`config.mk`:
```
export PLATFORM = sky130hd
export DESIGN_NAME = page_mapper
export DESIGN_NICKNAME = d
export VERILOG_FILES = /design/src/rtl/page_mapper_pkg.sv /design/src/rtl/page_reg.sv /design/src/rtl/region_decode.sv /design/src/rtl/region_map.sv /design/src/rtl/page_mapper.sv
export SDC_FILE = /design/constraint.sdc
export NUM_CORES = 1
export LEC_CHECK = 0
export ABC_CLOCK_PERIOD_IN_PS = 8850
export BUFFER_PORTS_ARGS = -buffer_cell sky130_fd_sc_hd__buf_2
export CAP_MARGIN = 25
export CELL_PAD_IN_SITES_DETAIL_PLACEMENT = 0
export CELL_PAD_IN_SITES_GLOBAL_PLACEMENT = 1
export CORE_MARGIN = 3
export CORE_UTILIZATION = 45
export DETAILED_ROUTE_END_ITERATION = 12
export PLACE_DENSITY = 0.9
export SYNTH_ARGS = -nofsm -noshare
export SYNTH_HDL_FRONTEND = slang
export SYNTH_SLANG_ARGS = --single-unit
```
`constraint.sdc`:
```
create_clock -name clk_i -period 8.85 [get_ports clk_i]
set_input_delay 0.4425 -clock clk_i [delete_from_list [all_inputs] [get_ports clk_i]]
set_output_delay 0.4425 -clock clk_i [all_outputs]
set_load 0.01 [all_outputs]
```
`src/rtl/page_mapper_pkg.sv`:
```
package page_mapper_pkg;
  localparam int ADDR_W   = 16;
  localparam int MODE_W   = 4;
  localparam int NUM_REG  = 13;
  localparam int REG_IDX_W = $clog2(NUM_REG);

  typedef enum logic [2:0] {
    TGT_NONE   = 3'd0,
    TGT_RAM    = 3'd1,
    TGT_SYSROM = 3'd2,
    TGT_WIN1   = 3'd3,
    TGT_WIN2   = 3'd4,
    TGT_IO     = 3'd5
  } tgt_e;

  // region index -> first address
  function automatic logic [ADDR_W-1:0] reg_lo(input int idx);
    case (idx)
      0:  return 16'h0000;
      1:  return 16'h0800;
      2:  return 16'h4000;
      3:  return 16'h6000;
      4:  return 16'h8000;
      5:  return 16'hA000;
      6:  return 16'hB800;
      7:  return 16'hC000;
      8:  return 16'hC800;
      9:  return 16'hD000;
      10: return 16'hDC00;
      11: return 16'hE000;
      default: return 16'hE800;
    endcase
  endfunction

  // region index -> last address
  function automatic logic [ADDR_W-1:0] reg_hi(input int idx);
    case (idx)
      0:  return 16'h07FF;
      1:  return 16'h3FFF;
      2:  return 16'h5FFF;
      3:  return 16'h7FFF;
      4:  return 16'h9FFF;
      5:  return 16'hB7FF;
      6:  return 16'hBFFF;
      7:  return 16'hC7FF;
      8:  return 16'hCFFF;
      9:  return 16'hD7FF;
      10: return 16'hDDFF;
      11: return 16'hE7FF;
      default: return 16'hFFFF;
    endcase
  endfunction
endpackage

```
`src/rtl/page_reg.sv`:
```
module page_reg #(
  parameter int MODE_W = 4
) (
  input  logic              clk_i,
  input  logic              rst_ni,
  input  logic              we_i,
  input  logic [MODE_W-1:0] data_i,
  output logic [MODE_W-1:0] mode_o
);
  always_ff @(posedge clk_i or negedge rst_ni) begin
    if (!rst_ni)   mode_o <= '0;
    else if (we_i) mode_o <= data_i;
  end
endmodule

```
`src/rtl/region_decode.sv`:
```
module region_decode
  import page_mapper_pkg::*;
#(
  parameter int AW    = ADDR_W,
  parameter int NREG  = NUM_REG,
  parameter int IDX_W = REG_IDX_W
) (
  input  logic [AW-1:0]    addr_i,
  output logic             hit_o,
  output logic [IDX_W-1:0] idx_o,
  output logic [AW-1:0]    local_o
);
  logic [NREG-1:0] hit;

  for (genvar g = 0; g < NREG; g++) begin : g_cmp
    localparam logic [AW-1:0] LO   = reg_lo(g);
    localparam logic [AW-1:0] SPAN = reg_hi(g) - reg_lo(g);
    logic [AW-1:0] rel;
    assign rel    = addr_i - LO;
    assign hit[g] = (rel <= SPAN);
  end

  always_comb begin
    hit_o   = |hit;
    idx_o   = '0;
    local_o = '0;
    for (int i = 0; i < NREG; i++) begin
      if (hit[i]) begin
        idx_o   = IDX_W'(i);
        local_o = addr_i - reg_lo(i);
      end
    end
  end
endmodule

```
`src/rtl/region_map.sv`:
```
module region_map
  import page_mapper_pkg::*;
#(
  parameter int AW    = ADDR_W,
  parameter int MW    = MODE_W,
  parameter int IDX_W = REG_IDX_W
) (
  input  logic [MW-1:0]    mode_i,
  input  logic             hit_i,
  input  logic [IDX_W-1:0] idx_i,
  output tgt_e             tgt_o,
  output logic [AW-1:0]    base_o
);
  localparam int NMODE = 1 << MW;
  localparam logic [AW-1:0] HALF = AW'(1) << (AW-1);

  logic [NMODE-1:0] m;
  assign m = NMODE'(1) << mode_i;

  logic [AW-1:0] ident;
  always_comb ident = reg_lo(int'(idx_i));

  always_comb begin
    tgt_o  = TGT_RAM;
    base_o = ident;
    if (!hit_i) begin
      tgt_o  = TGT_NONE;
      base_o = '0;
    end else begin
      // RAM half swap covers every region below the I/O hole
      if (m[7] && idx_i < IDX_W'(10)) base_o = ident ^ HALF;
      unique case (idx_i)
        IDX_W'(0): if (m[0]) begin tgt_o = TGT_SYSROM; base_o = '0; end
        IDX_W'(2): if (m[10]) begin tgt_o = TGT_WIN1; base_o = '0; end
        IDX_W'(4): begin
          if (m[5] | m[10])     begin tgt_o = TGT_WIN2; base_o = '0; end
          else if (m[8] | m[9]) begin tgt_o = TGT_WIN1; base_o = '0; end
        end
        IDX_W'(5): begin
          if (m[5] | m[10])     begin tgt_o = TGT_WIN2;   base_o = '0; end
          else if (m[6] | m[8]) begin tgt_o = TGT_SYSROM; base_o = 16'h2000; end
        end
        IDX_W'(6): begin
          if (m[4] | m[5] | m[10]) begin tgt_o = TGT_WIN2;   base_o = 16'h1800; end
          else if (m[6] | m[8])    begin tgt_o = TGT_SYSROM; base_o = 16'h3800; end
        end
        IDX_W'(7): if (m[8] | m[10]) begin tgt_o = TGT_SYSROM; base_o = '0; end
        IDX_W'(8): begin
          if (m[8] | m[9]) begin tgt_o = TGT_WIN2;   base_o = '0; end
          else if (m[10])  begin tgt_o = TGT_SYSROM; base_o = 16'h0800; end
        end
        IDX_W'(9): if (m[8] | m[9]) begin tgt_o = TGT_WIN2; base_o = 16'h0800; end
        IDX_W'(10): begin tgt_o = TGT_IO; base_o = '0; end
        IDX_W'(11): begin
          tgt_o  = m[1] ? TGT_SYSROM : TGT_WIN1;
          base_o = '0;
        end
        IDX_W'(12): begin
          tgt_o  = (m[3] | m[4] | m[5]) ? TGT_WIN1 : TGT_SYSROM;
          base_o = 16'h0800;
        end
        default: ;
      endcase
    end
  end
endmodule

```
`src/rtl/page_mapper.sv`:
```
module page_mapper
  import page_mapper_pkg::*;
(
  input  logic        clk_i,
  input  logic        rst_ni,
  input  logic        page_we_i,
  input  logic [3:0]  page_data_i,
  input  logic [15:0] addr_i,
  output logic [2:0]  tgt_o,
  output logic [15:0] offset_o,
  output logic        wr_en_o
);
  logic [MODE_W-1:0]    mode_q;
  logic                 hit;
  logic [REG_IDX_W-1:0] idx;
  logic [ADDR_W-1:0]    local_off;
  logic [ADDR_W-1:0]    base;
  tgt_e                 tgt;

  page_reg #(.MODE_W(MODE_W)) u_page (
    .clk_i  (clk_i),
    .rst_ni (rst_ni),
    .we_i   (page_we_i),
    .data_i (page_data_i),
    .mode_o (mode_q)
  );

  region_decode u_dec (
    .addr_i  (addr_i),
    .hit_o   (hit),
    .idx_o   (idx),
    .local_o (local_off)
  );

  region_map u_map (
    .mode_i (mode_q),
    .hit_i  (hit),
    .idx_i  (idx),
    .tgt_o  (tgt),
    .base_o (base)
  );

  assign tgt_o    = tgt;
  assign offset_o = hit ? base + local_off : '0;
  assign wr_en_o  = (tgt == TGT_RAM);
endmodule

```
# Yosys cells after proc, flatten, opt, wreduce, memory -nomap -nowiden
# Memories as Yosys holds them, arrays and structs flattened.
# Cells that the tools add are included.
[word_totals] register_bits=4 rom_bits=96 in_bits=23 out_inout_bits=20 elab_cells=136 memories=1
[op_classes] n_addsub=26 order_cmp=14 eq_ne=11 shifts=1 muxes=69 bitwise=9 n_reduce_logical=4
[mem_list] memory="(name not given)" words=16 width=6 read_ports=1 rd_clocked_by_memory_dff=0 wr=0 line="page_mapper_pkg.sv:18" source="case (idx)"
[ops] cell="$mux W16" count=41
[ops] cell="$sub A16 B16 Y16" count=13
[ops] cell="$pmux W16 S10" count=1
[ops] cell="$sub A16 B16 Y16 const B" count=9
[ops] cell="$le A16 B11 Y1 const B" count=6
[ops] cell="$le A16 B13 Y1 const B" count=5
[ops] cell="$pmux W3 S11" count=1
[ops] cell="$sub A16 B15 Y16 const B" count=2
[ops] cell="$mux W3" count=10
[ops] cell="$eq A4 B4 Y1 const B" count=5
[ops] cell="$mux W4" count=5
[ops] cell="$add A16 B16 Y16" count=1
[ops] cell="$eq A4 B3 Y1 const B" count=4
[ops] cell="$le A16 B14 Y1 const B" count=1
[ops] cell="$le A16 B9 Y1 const B" count=1
[ops] cell="$mux W2" count=8
[ops] cell="$sub A16 B12 Y16 const B" count=1
[ops] cell="$reduce_or A13 Y1" count=1
[ops] cell="$shl A1 B4 Y11 const A" count=1
[ops] cell="$or A1 B1 Y1" count=8
[ops] cell="$eq A4 B2 Y1 const B" count=1
[ops] cell="$logic_not A4 Y1" count=1
[ops] cell="$lt A4 B4 Y1 const B" count=1
[ops] cell="$eq A3 B1 Y1 const B" count=1
[ops] cell="4 further kinds" count=6

# Logic depth before layout (Yosys ltp)
# Gate-level depths: netlist of run 1.
[logic_depth] depth_word=23 mapped_depth=28 mapped_depth_nobuf=25

# Hierarchy
# Synthesis of run 1 repeated with hierarchy kept, for this count alone.
[hier_totals] hier_cells=443 area_unflattened_um2=3231.8
[modules_own_cells] module="region_decode" n_inst=1 cells_each=202 area_each_um2=1482.7 seq_area_each_um2=0.0
[modules_own_cells] module="page_mapper" n_inst=1 cells_each=113 area_each_um2=829.5 seq_area_each_um2=0.0
[modules_own_cells] module="region_map" n_inst=1 cells_each=120 area_each_um2=774.5 seq_area_each_um2=0.0
[modules_own_cells] module="page_reg" n_inst=1 cells_each=8 area_each_um2=145.1 seq_area_each_um2=100.1

# Least setup slack after synthesis of run 1
# No wires, ideal clock.
[synth_path] path_kind="input to output" from="input port addr_i[13]" to="output port offset_o[15]" arrival_ns=5.649 t_required_ns=8.408 setup_slack_ns=2.758 path_stages=27 n_path_buf=2 path_cell_list="inv_1 > ha_1 > a21boi_0 > o32a_1 > nor4_2 > clkbuf_1 > nand2b_1 > o311ai_0 > a31oi_1 > nor2_1 > inv_1 > ha_1 > clkbuf_1 > inv_1 > mux2i_1 > a22oi_1 > a22oi_1 > a31oi_1 > or3_1 > ha_1 > a21o_1 > a21oi_1 > o21bai_1 > a21oi_1 > xnor2_1 > or3_1 > a31oi_1"
[synth_via] elab_chain_cells=23 elab_cells_between_ends=97 cone_classes="add/sub (26); order compare (14); eq/ne (10); mux (41); bitwise (1); reduce/logical (4); memory (1)"
[synth_lines] element="start, declared" line="page_mapper.sv:8" source="input logic [15:0] addr_i,"
[synth_lines] element="$sub A16 B12 Y16" line="region_decode.sv:19" source="assign rel = addr_i - LO;"
[synth_lines] element="$le A16 B14 Y1" line="region_decode.sv:20" source="assign hit[g] = (rel <= SPAN);"
[synth_lines] element="$mux W1" line="region_decode.sv:28" source="if (hit[i]) begin"
[synth_lines] element="$mux W2 (2 in a row)" line="region_decode.sv:28"
[synth_lines] element="$mux W3 (4 in a row)" line="region_decode.sv:28"
[synth_lines] element="$mux W4 (5 in a row)" line="region_decode.sv:28"
[synth_lines] element="$mem_v2 Z16 W6 or $lt A4 B4 Y1 (tied branches)"
[synth_lines] element="$not A1 Y1 (no source line) or $logic_and A1 B1 Y1 (tied branches)"
[synth_lines] element="$mux W16" line="region_map.sv:31" source="if (m[7] && idx_i < IDX_W'(10)) base_o = ident ^ HALF;"
[synth_lines] element="$mux W16 (on tied branches) (2 in a row)"
[synth_lines] element="$pmux W16 S10" line="region_map.sv:32" source="unique case (idx_i)"
[synth_lines] element="$mux W16" line="region_map.sv:26" source="if (!hit_i) begin"
[synth_lines] element="$add A16 B16 Y16" line="page_mapper.sv:44" source="assign offset_o = hit ? base + local_off : '0;"
[synth_lines] element="$mux W16 *" line="page_mapper.sv:44"
[synth_lines] element="end, declared" line="page_mapper.sv:10" source="output logic [15:0] offset_o,"
# Every way passes the cells marked *; elsewhere a longest branch is shown, timed or not.

# Final worst setup path of run 1
# Same ends and word-level chain as after synthesis.

==> qor.csv, run 1 <==
stage;metric;value;unit
routing;metal3 WL;720;µm
critical_path;R2R Setup Slk;7900;ps
synthesis;library cells used by synthesis;73;
synthesis;ys async rst share;1.00;
synthesis;flops & latches, synth;4;
critical_path;Startpoint Class;primary input;
critical_path;CP Class;primary input to output port;
clocking;clock slew at reported path FFs;30;ps
routing;uppermost routed layer;met4;
synthesis;sequential share of the synthesized area;0.0378;
timing;fin crit period;7590;ps
grt;GR Overflow Total;0;
cells_and_area;Layout Nets;462;
routing;drt first-iter violations;306;
placed_design;# port buffers;42;
pwr;Cell Pwr Density;120;nW/µm²
run;max-cap violations;0;
floorplan;I/O Pins;43;
min_path;HP Class;primary input to asynchronous set/reset pin;
synthesis;top post-synthesis cells by area;ha_1 (16%), a21oi_1 (6.4%), nand2_1 (5.7%), nor2_1 (4.1%), dfrtp_1 (3.8%);
timing;skew final;0;ps
routing;DR vias/cell;6.54;
placed_design;placed wire-length estimate;6360;µm
floorplan;Initial Util;0.472;
critical_path;Reg-to-Reg Start;u_page.mode_o[1];
synthesis;most common cell in the netlist;nand2_1;
timing;Hold Vio Cnt, Final;0;
floorplan;Die Y;82.7;µm
synthesis;Synth area leader;ha_1;
clocking;CTS sink cnt;4;
synthesis;Post-Syn Instances;376;
timing;Setup Viol. Count Final;0;
floorplan;Chip Width;82.7;µm
critical_path;Worst EP required;8410;ps
cells_and_area;max reg flops;4;
synthesis;Mean Syn Cell Area;7.04;µm²
routing;met2 routed wirelength;3710;µm
clocking;deepest clock path buffer count;2;
floorplan;die area;6840;µm²
floorplan;core area;5610;µm²
critical_path;CP Max Fanout;22;
cells_and_area;final core utilization;0.517;
timing;Slew @ Worst Pin;940;ps
timing;Rel. slew slack;0.368;
routing;M1 WL;3570;µm
synthesis;Main synth FF type;dfrtp_1;
cells_and_area;fraction of layout cells with a size suffix above 1;0.174;
clocking;TritonCTS Buffers;3;
routing;DRC;0;
timing;RSZ-0062 raised after global routing;false;
cells_and_area;Post-Layout Cell Count;475;
timing;setup TNS;0;ps
synthesis;Synth top cells by count;nand2_1 (40), a21oi_1 (34), ha_1 (33);
pwr;leakage;1.25;nW
synthesis;Syn Nets;433;
floorplan;row cnt;27;
clocking;post-CTS sizing;0;
clocking;CTS Root Cell;clkbuf_8;
synthesis;YS warnings;0;
cells_and_area;synth-to-layout area growth;9.40;%
clocking;clk_lat worst skew;210;ps
critical_path;endpoint class of the critical path;output port;
routing;Post-DRT Antenna Nets;0;
synthesis;Post-synth EDFFs;0;
routing;Detailed Route WL;8190;µm
outcome;status;finished, final reports clean;
grt;initial antenna violation count;0;
cells_and_area;Reg with most FFs;u_page.mode_o;
placed_design;Cells after DPL;472;
grt;first-pass GRT wire length;13300;µm
routing;Avg WL per Cell;17.2;µm
grt;GRT Total Usage;0.244;
clocking;CTS Hold Bufs;0;
clocking;CTS H-tree depth;1;
timing;Final Max Tran Viols;0;
critical_path;Worst Path Arrival;7150;ps
timing;final period utilization;0.857;
synthesis;Cell Area, Synth;2650;µm²
critical_path;R2R cell count;1;
cells_and_area;biggest regs;u_page.mode_o x4;
cells_and_area;# diodes;0;
clocking;setup bufs post-CTS;0;
grt;largest net degree at the start of global routing;23;
synthesis;share of the synthesized area in the top cell type;0.156;
clocking;CTS tree;done;
routing;Vias;3108;
critical_path;Critical R2R Capture;u_page.mode_o[1];
grt;number of global-route vias before repair;2770;
placed_design;gp weighted congestion;0.954;
timing;fmax;0.132;GHz
routing;TritonRoute pass-1 iters;5;
pwr;worst ir drop on vdd;0.0000973;V
## layer usage
layer,global-route usage,vias to the layer above
met1,0.328,1436
met2,0.406,189
li1,-,1456
met5,0,-
met3,0.0325,27
met4,0.0654,0
## worst max-delay path by stage
stage | startpoint | to | slack, ps | depth (start not counted)
after global routing | addr_i[13] | offset_o[15] | 720 | 27
after floorplan | addr_i[13] | offset_o[15] | 2760 | 27
final | addr_i[13] | offset_o[15] | 1260 | 27
after global placement | addr_i[13] | offset_o[15] | 1750 | 27
after CTS | addr_i[13] | offset_o[15] | 1430 | 27
after detailed placement | addr_i[13] | offset_o[15] | 1460 | 27
## metrics by stage
stage               power [mW]  instance area (µm²)  worst slack [ps]  hold slack (ps)
floorplan                0.228                 2650              2760              147
global placement         0.305                 2860              1750              248
detailed placement       0.304                 2860              1460              251
finish                   0.348                 2900              1260             27.7
CTS                      0.345                 2900              1430             23.4
global route             0.384                 2900               718             28.9
## cell usage in the layout (no fill, tap or decap), types with 9 or more instances in the layout
| cell type | count |
|---|---|
| o21ai_0 | 20 |
| xnor2_1 | 9 |
| nand2_1 | 40 |
| a21oi_1 | 34 |
| nor2_1 | 29 |
| buf_2 | 42 |
| ha_1 | 33 |
| nor2b_1 | 14 |
| inv_1 | 16 |
## critical path: stages
cell and delay [ps]:
buf_2 340, inv_1 270, ha_1 310, and3b_1 200, o32a_1 340, nor4_2 830
nand2b_1 220, o311ai_0 130, a31oi_1 300, nor2_1 120, inv_1 130, ha_1 340
inv_1 170, mux2i_1 170, a22oi_1 130, a22oi_1 320, a31oi_1 160, or3_1 400
ha_1 280, a21o_1 180, a21oi_1 220, o21bai_1 90, a21oi_1 220, xnor3_1 440
a21oi_1 170, a31oi_1 50, buf_2 150
## final cells by class
type,instances,area [µm²]
clock buffer,3,41.3
inverter,16,60.1
fill,582,2710
tap,72,90.1
sequential,4,100
timing repair buffer,42,210
multi-input combinational,338,2390
## power by group
group          switching, mW  internal, mW
clock network        0.00867        0.0289
logic                  0.172         0.114
registers            0.00470        0.0202
## logic make-up (layout without fill, tap and decap cells)
logic type,Yosys count,after routing,synth area share
AOI/OAI and AO/OA,131,131,0.350
xor gates and xnor gates,18,18,0.0647
adders and majority gates,34,34,0.164
buffers and inverters,34,61,0.0577
DFF,4,4,0.0378
muxes,6,6,0.0250
and+or+nand+nor,149,149,0.301
(Power assumes the default switching activity.)
==> run 2, diff against run 1 <==
--- a/config.mk
+++ b/config.mk
@@ -8,12 +8,10 @@
 export ABC_CLOCK_PERIOD_IN_PS = 8850
 export BUFFER_PORTS_ARGS = -buffer_cell sky130_fd_sc_hd__buf_2
 export CAP_MARGIN = 25
-export CELL_PAD_IN_SITES_DETAIL_PLACEMENT = 0
-export CELL_PAD_IN_SITES_GLOBAL_PLACEMENT = 1
 export CORE_MARGIN = 3
-export CORE_UTILIZATION = 45
+export CORE_UTILIZATION = 55
 export DETAILED_ROUTE_END_ITERATION = 12
-export PLACE_DENSITY = 0.9
+export PLACE_DENSITY = 0.81
 export SYNTH_ARGS = -nofsm -noshare
 export SYNTH_HDL_FRONTEND = slang
 export SYNTH_SLANG_ARGS = --single-unit
==> run 2 against run 1 <==
Clock skew stayed put. Clock power hardly changed. Register-to-register slack hardly changed. Maximum frequency is 0.50% lower. First-iteration DRC count is 5.2% higher. Die area is 17% lower. Sequential power hardly changed. Worst setup slack worse by 38 ps. Sequential cell count stayed put. Critical path depth stayed put. Hold slack worse by 4.9 ps. Critical path type unchanged. Largest power group unchanged.
==> qor.csv, run 2 (synthesis results as in run 1) <==
stage;metric;value;unit;change
critical_path;WP buf/inv;5;;unchanged
cells_and_area;# diodes;0;;unchanged
clocking;CTS tree;done;;
timing;Final Max Tran Viols;0;;unchanged
grt;first-pass GRT wire length;12600;µm;-4.9%
outcome;status;finished, final reports clean;;
critical_path;Worst path slowest cell;nor4_2;;
clocking;CTS H-tree depth;1;;unchanged
floorplan;row cnt;24;;-11%
clocking;TritonCTS Buffers;3;;unchanged
timing;fin crit period;7630;ps;+38.3 ps
placed_design;placed wire-length estimate;6150;µm;-3.4%
pwr;clock share of power;0.109;;about the same
placed_design;Place WS;1420;ps;-35.9 ps
timing;skew final;0;ps;unchanged
timing;setup TNS;0;ps;unchanged
cells_and_area;Layout Nets;464;;+0.43%
placed_design;gp weighted congestion;0.933;;-2.1%
timing;Slew @ Worst Pin;951;ps;+11.1 ps
clocking;clock slew at reported path FFs;30;ps;about the same
routing;Detailed Route WL;7900;µm;-3.4%
cells_and_area;Reg with most FFs;u_page.mode_o;;
floorplan;I/O Pins;43;;unchanged
floorplan;Die Y;75.4;µm;-8.9%
routing;DRC;0;;unchanged
critical_path;crit-path max cell delay;840;ps;about the same
pwr;Comb power frac;0.820;;about the same
routing;Post-DRT Antenna Nets;0;;unchanged
critical_path;Reg-to-Reg Start;u_page.mode_o[1];;
run;max-cap violations;0;;unchanged
floorplan;Initial Util;0.588;;+0.116
routing;Avg WL per Cell;17.3;µm;+0.36%
timing;Rel. slew slack;0.361;;-0.00747
routing;Vias;3081;;-0.87%
timing;final worst setup slack;1220;ps;-38.3 ps
timing;Hold Vio Cnt, Final;0;;unchanged
critical_path;Worst path top cell family by delay;compound AO/OA/AOI/OAI gates;;
timing;RSZ-0062 raised after global routing;false;;
cells_and_area;synth-to-layout area growth;9.03;%;
grt;GR Overflow Total;0;;unchanged
critical_path;R2R cell count;1;;unchanged
cells_and_area;Layout fillers;422;;-27%
pwr;worst ir drop on vdd;0.000107;V;+10%
cells_and_area;max reg flops;4;;unchanged
critical_path;CP Max Fanout;22;;unchanged
routing;DR vias/cell;6.74;;+3.0%
clocking;CTS sink cnt;4;;unchanged
pwr;Cell Pwr Density;121;nW/µm²;+0.33%
grt;largest net degree at the start of global routing;23;;unchanged
timing;fmax;0.131;GHz;-0.50%
timing;final period utilization;0.862;;+0.00433
critical_path;Worst Path Arrival;7180;ps;+30 ps
cells_and_area;fraction of layout cells with a size suffix above 1;0.178;;+0.00408
critical_path;Worst EP required;8410;ps;about the same
cells_and_area;most frequent cells in the layout;buf_2 (42), nand2_1 (40), a21oi_1 (34);;
cells_and_area;biggest regs;u_page.mode_o x4;;
clocking;CTS Hold Bufs;0;;unchanged
critical_path;CP Class;primary input to output port;;
clocking;deepest clock path buffer count;2;;unchanged
cells_and_area;leading cell type in the layout, fill and taps excluded;buf_2;;
timing;Setup Viol. Count Final;0;;unchanged
critical_path;Critical R2R Capture;u_page.mode_o[1];;
critical_path;R2R Setup Slk;7890;ps;about the same
grt;initial antenna violation count;0;;unchanged
pwr;register share of total power;0.071;;about the same
pwr;switching pwr;184;µW;-0.51%
routing;TritonRoute pass-1 iters;5;;unchanged
placed_design;# port buffers;42;;unchanged
routing;drt first-iter violations;322;;+5.2%
grt;number of global-route vias before repair;2620;;-5.4%
pwr;sw frac;0.528;;-0.00261
clocking;setup bufs post-CTS;0;;unchanged
pwr;leakage;1.26;nW;+0.83%
min_path;HP Class;primary input to asynchronous set/reset pin;;
pwr;Internal;164;µW;+0.54%
cells_and_area;final core utilization;0.641;;+0.124
critical_path;endpoint class of the critical path;output port;;
floorplan;core area;4500;µm²;-20%
clocking;post-CTS sizing;0;;unchanged
floorplan;Chip Width;75.4;µm;-8.9%
grt;GRT Total Usage;0.280;;+0.0357
critical_path;Startpoint Class;primary input;;
clocking;clk_lat worst skew;210;ps;about the same
floorplan;die area;5680;µm²;-17%
clocking;CTS Root Cell;clkbuf_8;;
run 2: how the worst max path moves through the flow:
| stage | start | end | slack (ps) | depth (start not counted) |
|---|---|---|---|---|
| finish | addr_i[13] | offset_o[15] | 1220 | 27 |
| global route | addr_i[13] | offset_o[15] | 720 | 27 |
| CTS | addr_i[13] | offset_o[15] | 1400 | 27 |
| detailed placement | addr_i[13] | offset_o[15] | 1420 | 27 |
| global placement | addr_i[13] | offset_o[15] | 1670 | 27 |
| floorplan | addr_i[13] | offset_o[15] | 2760 | 27 |
run 2: area by class of cell:
class / instances / area [µm²] / area share
Inverter: 16 / 60.1 / 0.0208
Multi-Input combinational cell: 338 / 2390 / 0.830
Sequential cell: 4 / 100 / 0.0347
Clock buffer: 3 / 41.3 / 0.0143
Timing Repair Buffer: 44 / 225 / 0.0780
Tap cell: 52 / 65.1 / 0.0225
run 2: per-stage QoR:
stage	area, µm²	cells	power [mW]	hold slack [ps]
finish	2890	457	0.348	22.8
global route	2890	457	0.381	23.0
CTS	2890	457	0.343	20.8
detailed placement	2850	454	0.302	250
global placement	2850	454	0.302	248
floorplan	2650	376	0.228	147
run 2: layer usage:
layer | wire length [µm] | up-vias | GRT usage
met1 | 3660 | 1402 | 0.431
met2 | 3360 | 204 | 0.422
met4 | 27 | 0 | 0.0466
met5 | 0 | - | 0
met3 | 857 | 6 | 0.0303
li1 | - | 1469 | -
run 2: power by group through the flow:
| stage | logic (mW) | registers [mW] | clock network [mW] |
|---|---|---|---|
| 2_1_floorplan | 0.205 | 0.0221 | 0 |
| 3_3_place_gp | 0.277 | 0.0249 | 0 |
| 3_5_place_dp | 0.277 | 0.0250 | 0 |
| 4_1_cts | 0.279 | 0.0247 | 0.0392 |
| 5_1_grt | 0.315 | 0.0255 | 0.0400 |
| 6_report | 0.286 | 0.0249 | 0.0378 |
